[config.mk]
export PLATFORM = sky130hd
export DESIGN_NAME = ovc_delay_ctrl
export DESIGN_NICKNAME = d
export VERILOG_FILES = /design/src/rtl/ovc_pkg.sv /design/src/rtl/ovc_det_timer.sv /design/src/rtl/ovc_rel_debounce.sv /design/src/rtl/ovc_test_latch.sv /design/src/rtl/ovc_delay_ctrl.sv
export SDC_FILE = /design/constraint.sdc
export NUM_CORES = 1
export LEC_CHECK = 0
export BUFFER_PORTS_ARGS = -buffer_cell sky130_fd_sc_hd__buf_2
export CELL_PAD_IN_SITES_DETAIL_PLACEMENT = 0
export CELL_PAD_IN_SITES_GLOBAL_PLACEMENT = 2
export CORE_MARGIN = 5
export CORE_UTILIZATION = 30
export DETAILED_ROUTE_END_ITERATION = 8
export HOLD_SLACK_MARGIN = 0.05
export PLACE_DENSITY = 0.65
export SETUP_SLACK_MARGIN = 0.05
export SYNTH_ARGS = -nofsm -noshare
export SYNTH_HDL_FRONTEND = slang
export SYNTH_HIERARCHICAL = 1
export SYNTH_SLANG_ARGS = --single-unit
export TNS_END_PERCENT = 50
[constraint.sdc]
create_clock -name clk -period 6.4 [get_ports clk]
set_input_delay 0 -clock clk [delete_from_list [all_inputs] [get_ports clk]]
set_output_delay 0 -clock clk [all_outputs]
set_load 0.03 [all_outputs]
[src/rtl/ovc_pkg.sv]
package ovc_pkg;
  typedef enum logic {
    ST_NORMAL = 1'b0,
    ST_OVER   = 1'b1
  } ovc_state_e;
endpackage

[src/rtl/ovc_det_timer.sv]
module ovc_det_timer #(
  parameter int DET_UNIT = 1000,
  parameter int TR_WIN   = 12,
  parameter int TST_DET  = 32,
  parameter int CNT_W    = 14,
  parameter int WIN_W    = 5
) (
  input  logic       clk,
  input  logic       rst_n,
  input  logic       uvlo,
  input  logic       tick,
  input  logic       run,
  input  logic       any_above,
  input  logic       test_on,
  input  logic [1:0] dly_sel,
  output logic       det_hit
);
  localparam logic [CNT_W-1:0] LIM_TST = CNT_W'(TST_DET);
  localparam logic [WIN_W-1:0] LIM_WIN = WIN_W'(TR_WIN);

  logic [CNT_W-1:0] cnt_q, cnt_nx, cnt_inc, limit;
  logic [WIN_W-1:0] dip_q, dip_nx, dip_inc;
  logic             armed_q, armed_nx;
  logic             upd_en;

  always_comb begin
    if (test_on) limit = LIM_TST;
    else         limit = CNT_W'(DET_UNIT) << dly_sel;
  end

  assign cnt_inc = cnt_q + 1'b1;
  assign dip_inc = dip_q + 1'b1;
  assign det_hit = run & tick & any_above & (cnt_inc >= limit);
  assign upd_en  = tick | ~run;

  always_comb begin
    cnt_nx   = cnt_q;
    dip_nx   = dip_q;
    armed_nx = armed_q;
    if (!run || det_hit) begin
      cnt_nx   = '0;
      dip_nx   = '0;
      armed_nx = 1'b0;
    end else if (any_above) begin
      cnt_nx   = cnt_inc;
      dip_nx   = '0;
      armed_nx = 1'b1;
    end else if (armed_q) begin
      if (dip_inc >= LIM_WIN) begin
        cnt_nx   = '0;
        dip_nx   = '0;
        armed_nx = 1'b0;
      end else begin
        dip_nx = dip_inc;
      end
    end
  end

  always_ff @(posedge clk or negedge rst_n) begin
    if (!rst_n) begin
      cnt_q   <= '0;
      dip_q   <= '0;
      armed_q <= 1'b0;
    end else if (uvlo) begin
      cnt_q   <= '0;
      dip_q   <= '0;
      armed_q <= 1'b0;
    end else if (upd_en) begin
      cnt_q   <= cnt_nx;
      dip_q   <= dip_nx;
      armed_q <= armed_nx;
    end
  end

  AST_DIP_CNT_HELD: assert property (@(posedge clk) disable iff (!rst_n)
    (tick && run && !uvlo && !any_above && armed_q && (dip_inc < LIM_WIN)) |=> $stable(cnt_q))
    else $error("count moved during short dip");

  AST_LONG_DIP_CLEARS: assert property (@(posedge clk) disable iff (!rst_n)
    (tick && run && !any_above && armed_q && (dip_inc >= LIM_WIN)) |=> (cnt_q == '0))
    else $error("count survived long dip");
endmodule

[src/rtl/ovc_rel_debounce.sv]
module ovc_rel_debounce #(
  parameter int REL   = 2,
  parameter int REL_W = 2
) (
  input  logic clk,
  input  logic rst_n,
  input  logic uvlo,
  input  logic tick,
  input  logic active,
  input  logic all_below,
  output logic rel_hit
);
  localparam logic [REL_W-1:0] LIM_REL = REL_W'(REL);

  logic [REL_W-1:0] rc_q, rc_nx, rc_inc;
  logic             upd_en;

  assign rc_inc  = rc_q + 1'b1;
  assign rel_hit = active & tick & all_below & (rc_inc >= LIM_REL);
  assign upd_en  = tick | ~active;

  always_comb begin
    rc_nx = rc_q;
    if (!active || rel_hit || !all_below) rc_nx = '0;
    else                                  rc_nx = rc_inc;
  end

  always_ff @(posedge clk or negedge rst_n) begin
    if (!rst_n)      rc_q <= '0;
    else if (uvlo)   rc_q <= '0;
    else if (upd_en) rc_q <= rc_nx;
  end

  AST_REL_RESTART: assert property (@(posedge clk) disable iff (!rst_n)
    (tick && active && !all_below) |=> (rc_q == '0))
    else $error("release debounce not restarted");
endmodule

[src/rtl/ovc_test_latch.sv]
module ovc_test_latch #(
  parameter int TST_ENTRY = 64,
  parameter int ENT_W     = 7
) (
  input  logic clk,
  input  logic rst_n,
  input  logic uvlo,
  input  logic tick,
  input  logic test_req,
  input  logic clr,
  output logic test_on
);
  localparam logic [ENT_W-1:0] LIM_ENT = ENT_W'(TST_ENTRY);

  logic [ENT_W-1:0] ec_q, ec_nx, ec_inc;
  logic             on_q, on_nx;
  logic             upd_en;

  assign ec_inc  = ec_q + 1'b1;
  assign upd_en  = tick | ~test_req | clr;
  assign test_on = on_q;

  always_comb begin
    ec_nx = ec_q;
    on_nx = on_q;
    if (clr) begin
      on_nx = 1'b0;
      ec_nx = '0;
    end else if (!test_req) begin
      ec_nx = '0;
    end else if (ec_inc >= LIM_ENT) begin
      on_nx = 1'b1;
      ec_nx = '0;
    end else begin
      ec_nx = ec_inc;
    end
  end

  always_ff @(posedge clk or negedge rst_n) begin
    if (!rst_n) begin
      ec_q <= '0;
      on_q <= 1'b0;
    end else if (uvlo) begin
      ec_q <= '0;
      on_q <= 1'b0;
    end else if (upd_en) begin
      ec_q <= ec_nx;
      on_q <= on_nx;
    end
  end

  AST_TEST_SET_NEEDS_REQ: assert property (@(posedge clk) disable iff (!rst_n)
    $rose(on_q) |-> ($past(test_req) && $past(tick)))
    else $error("test latch set without request");

  AST_UVLO_CLEARS_TEST: assert property (@(posedge clk) disable iff (!rst_n)
    uvlo |=> !on_q)
    else $error("test latch survived lockout");
endmodule

[src/rtl/ovc_delay_ctrl.sv]
module ovc_delay_ctrl
  import ovc_pkg::*;
#(
  parameter int NCELL     = 5,
  parameter int DET_UNIT  = 1000,
  parameter int TR_WIN    = 12,
  parameter int REL       = 2,
  parameter int TST_ENTRY = 64,
  parameter int TST_DET   = 32
) (
  input  logic             clk,
  input  logic             rst_n,
  input  logic             tick,
  input  logic [NCELL-1:0] above_det,
  input  logic [NCELL-1:0] below_rel,
  input  logic             test_req,
  input  logic             uvlo,
  input  logic [1:0]       dly_sel,
  input  logic             act_low,
  output logic             chg_ctl_o
);
  localparam int CNT_W = $clog2(DET_UNIT * 8 + 1);
  localparam int WIN_W = $clog2(TR_WIN + 1);
  localparam int REL_W = $clog2(REL + 1);
  localparam int ENT_W = $clog2(TST_ENTRY + 1);

  ovc_state_e st_q, st_nx;
  logic       any_above, all_below;
  logic       det_hit, rel_hit, test_on;
  logic       is_over;

  assign any_above = |above_det;
  assign all_below = &below_rel;
  assign is_over   = (st_q == ST_OVER);

  ovc_det_timer #(
    .DET_UNIT (DET_UNIT),
    .TR_WIN   (TR_WIN),
    .TST_DET  (TST_DET),
    .CNT_W    (CNT_W),
    .WIN_W    (WIN_W)
  ) u_det (
    .clk       (clk),
    .rst_n     (rst_n),
    .uvlo      (uvlo),
    .tick      (tick),
    .run       (~is_over),
    .any_above (any_above),
    .test_on   (test_on),
    .dly_sel   (dly_sel),
    .det_hit   (det_hit)
  );

  ovc_rel_debounce #(
    .REL   (REL),
    .REL_W (REL_W)
  ) u_rel (
    .clk       (clk),
    .rst_n     (rst_n),
    .uvlo      (uvlo),
    .tick      (tick),
    .active    (is_over),
    .all_below (all_below),
    .rel_hit   (rel_hit)
  );

  ovc_test_latch #(
    .TST_ENTRY (TST_ENTRY),
    .ENT_W     (ENT_W)
  ) u_tst (
    .clk      (clk),
    .rst_n    (rst_n),
    .uvlo     (uvlo),
    .tick     (tick),
    .test_req (test_req),
    .clr      (det_hit),
    .test_on  (test_on)
  );

  always_comb begin
    st_nx = st_q;
    unique case (st_q)
      ST_NORMAL: if (det_hit) st_nx = ST_OVER;
      ST_OVER:   if (rel_hit) st_nx = ST_NORMAL;
      default:   st_nx = ST_NORMAL;
    endcase
  end

  always_ff @(posedge clk or negedge rst_n) begin
    if (!rst_n)    st_q <= ST_NORMAL;
    else if (uvlo) st_q <= ST_NORMAL;
    else           st_q <= st_nx;
  end

  assign chg_ctl_o = is_over ^ act_low;

  AST_OVER_NEEDS_ABOVE: assert property (@(posedge clk) disable iff (!rst_n)
    $rose(is_over) |-> ($past(any_above) && $past(tick)))
    else $error("overcharge entered without a cell above");

  AST_RELEASE_ALL_BELOW: assert property (@(posedge clk) disable iff (!rst_n)
    ($fell(is_over) && !$past(uvlo)) |-> $past(all_below))
    else $error("release without all cells below");

  AST_TEST_CLR_ON_OVER: assert property (@(posedge clk) disable iff (!rst_n)
    $rose(is_over) |-> !test_on)
    else $error("test latch held into overcharge");

  AST_UVLO_NORMAL: assert property (@(posedge clk) disable iff (!rst_n)
    uvlo |=> !is_over)
    else $error("lockout did not force normal");
endmodule

==> flow_summary.toml <==
[clock_network]
cts.htree.levels = 2
postCtsSetupRepairBufs = 0
numCtsBuffers = 5
clk_transition_reported_paths_ns = 0.07
cts-root-buf = "clkbuf_8"
insertion_delay_ns = 0.28
cts_max_path_buffers = 2
cts.repair.resized = 0
cts_tree = "yes"
hold_buffers = 2
clock_sinks = 29

[final_layout]
area_delta_synth_final_pct = 12.4
final_common_cell = "nand2_1"
final_core_utilization = 0.343
drive_gt1_frac = 0.156
n_fill_cell = 725
antenna_cells = 0
final_cell_mix = "nand2_1 (35), dfrtp_1 (29), buf_2 (18)"
fin_nets = 282

[timing]
hold-worst-slack_ns = 0.0992
worst_slew_pin_slew_ns = 0.776
tns_ns = 0
finalWorstSetupSlack_ns = 2.59
fmax_ghz = 0.263
rsz0062_at_grt = "no"
hold_violations = 0
post-route-period-util = 0.595
clock_skew_ns = 0.00550
slew_headroom = 0.482
setup_viol = 0
min_period_ns = 3.81
slew_viol_final = 0

[critical_path]
crit_path_end_kind = "flop"
cp-start-kind = "flop"
path_class = "reg2reg"
cp.required_ns = 6.59
arrival_ns = 3.99
rrSetupSlack_ns = 2.59
critPathMaxFanout = 11

[die]
rows = 30
num_io_pins = 19
initial_core_util = 0.305
core_area_sq_um = 6760
fp.dieW_um = 92.9
die_h_um = 92.9
die_area_sq_um = 8630

[outcome]
status = "finished, final reports clean"

[power]
ir_drop_v = 0.0000594
power_mw = 0.381
leakage_nw = 1.07
p_per_area_nw_per_um2 = 165

[grt]
grt_usage = 0.115
grt_pass1_vias = 1577
antenna_found_initial = 0
grt_max_degree = 30
grt_overflow = 0
grt_pass1_wl_um = 7780

[logic_synthesis]
async_reset_ff_frac = 1.00
synth_cell_types = 50
ys_ff_latch = 29
synthFlopType = "dfrtp_1"
synth_edf_count = 0
ys_warn_count = 6
yosysSeqAreaShare = 0.352
netlist_instances = 228
syn_area_sq_um = 2060
synth_fp_nets = 260
syn_area_per_cell_sq_um = 9.04

[routing]
wire_per_inst_um = 14.2
ant_nets = 0
drtIter0Drc = 53
num_vias = 1688
dr.pass1.iters = 4
routed_via_density = 5.12
wirelength_um = 4670
post-route-drc-count = 0

[min_path]
hold_class = "in2reg"

[placement]
place_ws_ns = 2.62
gp_congestion = 0.687
dp_hpwl_um = 3350
port-buffer-count = 18

[run]
maxCapViolCount = 0
==> power by group <==
part | switching (mW) | internal, mW | leakage (nW) | total [mW]
combinational | 0.0235 | 0.0130 | 0.624 | 0.0365
sequential | 0.00391 | 0.186 | 0.402 | 0.190
clock | 0.0696 | 0.0852 | 0.0443 | 0.155
==> logic make-up after synthesis <==
group                      count (synthesis)  synth area share
DFF                                       29             0.352
AOI/OAI and AO/OA                         54             0.196
and+or+nand+nor                          103             0.270
adders and majority gates                 14            0.0850
buffers and inverters                     15            0.0382
xor gates and xnor gates                  13            0.0589
==> metal layers <==
layer / vias up / routed length [um] / track usage
met4: 0 / 61 / 0.0403
met2: 17 / 2110 / 0.176
met5: - / 0 / 0
met3: 7 / 157 / 0.0276
met1: 794 / 2340 / 0.156
li1: 870 / - / -
==> cell type report <==
cell class / count / area [sq um] / share of cell area
multi-input cells: 184 / 1260 / 0.543
clock buffers: 7 / 86.3 / 0.0373
well taps: 80 / 100 / 0.0432
repair buffers: 20 / 110 / 0.0475
inverters: 10 / 37.5 / 0.0162
flip-flops and latches: 29 / 726 / 0.313
==> Yosys cell counts (all sizes together), types with 2 or more instances <==
| library cell | instances | area [sq um] |
|---|---|---|
| nor2 | 8 | 30.0 |
| nor3b | 4 | 30.0 |
| nand3 | 11 | 55.1 |
| dfrtp | 29 | 726 |
| a21o | 3 | 22.5 |
| a21oi | 7 | 38.8 |
| buf | 4 | 37.5 |
| o211ai | 2 | 25.0 |
| nor3 | 3 | 15.0 |
| and4 | 3 | 26.3 |
| xor2 | 6 | 52.6 |
| o2111ai | 3 | 32.5 |
| o31ai | 4 | 30.0 |
| o21ai | 15 | 78.8 |
| or3 | 3 | 18.8 |
| and3 | 8 | 50.1 |
| and2 | 4 | 25.0 |
| nand3b | 4 | 30.0 |
| o221ai | 4 | 35.0 |
| xnor2 | 7 | 68.8 |
| a211oi | 6 | 55.1 |
| nand2b | 9 | 56.3 |
| nand2 | 35 | 131 |
| or2 | 4 | 25.0 |
| inv | 10 | 37.5 |
| ha | 14 | 175 |
| o21a | 2 | 15.0 |
==> path summary, 6_finish.rpt <==
kind | to | cells after the start | start
worst max-delay path | u_tst/ec_q[4] | 15 | u_det/cnt_q[0]
worst min-delay path | u_rel/rc_q[0] | 5 | below_rel[3]
worst max register to register | u_tst/ec_q[4] | 15 | u_det/cnt_q[0]
worst min register to register | u_det/cnt_q[12] | 2 | u_det/cnt_q[12]
max in group asynchronous | u_det/dip_q[1] | 2 | rst_n
min in group asynchronous | u_rel/rc_q[1] | 2 | rst_n
==> per-stage QoR <==
| stage | instances | instance area, sq um |
|---|---|---|
| after floorplan | 228 | 2060 |
| after global placement | 321 | 2210 |
| after detailed placement | 321 | 2210 |
| after CTS | 330 | 2320 |
| after global routing | 330 | 2320 |
| final | 330 | 2320 |
==> critical path, cell delays in order (launching register included) <==
cell,delay [ns]
dfrtp_1,0.46
ha_1,0.22
and3_1,0.19
and3_1,0.25
nand3_1,0.13
or2_2,0.30
nand2_1,0.10
ha_1,0.24
and4_1,0.22
o211a_1,0.15
a211oi_2,0.21
nor2_1,0.11
or3b_1,0.54
o2111ai_1,0.28
xor2_1,0.10
a211oi_1,0.21
==> sequential cells by signal, indices dropped and copies added (netlist names) <==
signal,flops
u_det/cnt_q,13
u_tst/ec_q,7
u_det/dip_q,4
u_rel/rc_q,2
is_over,1
u_det/armed_q,1
u_tst/test_on,1
Power figures use the tool's default switching activity.
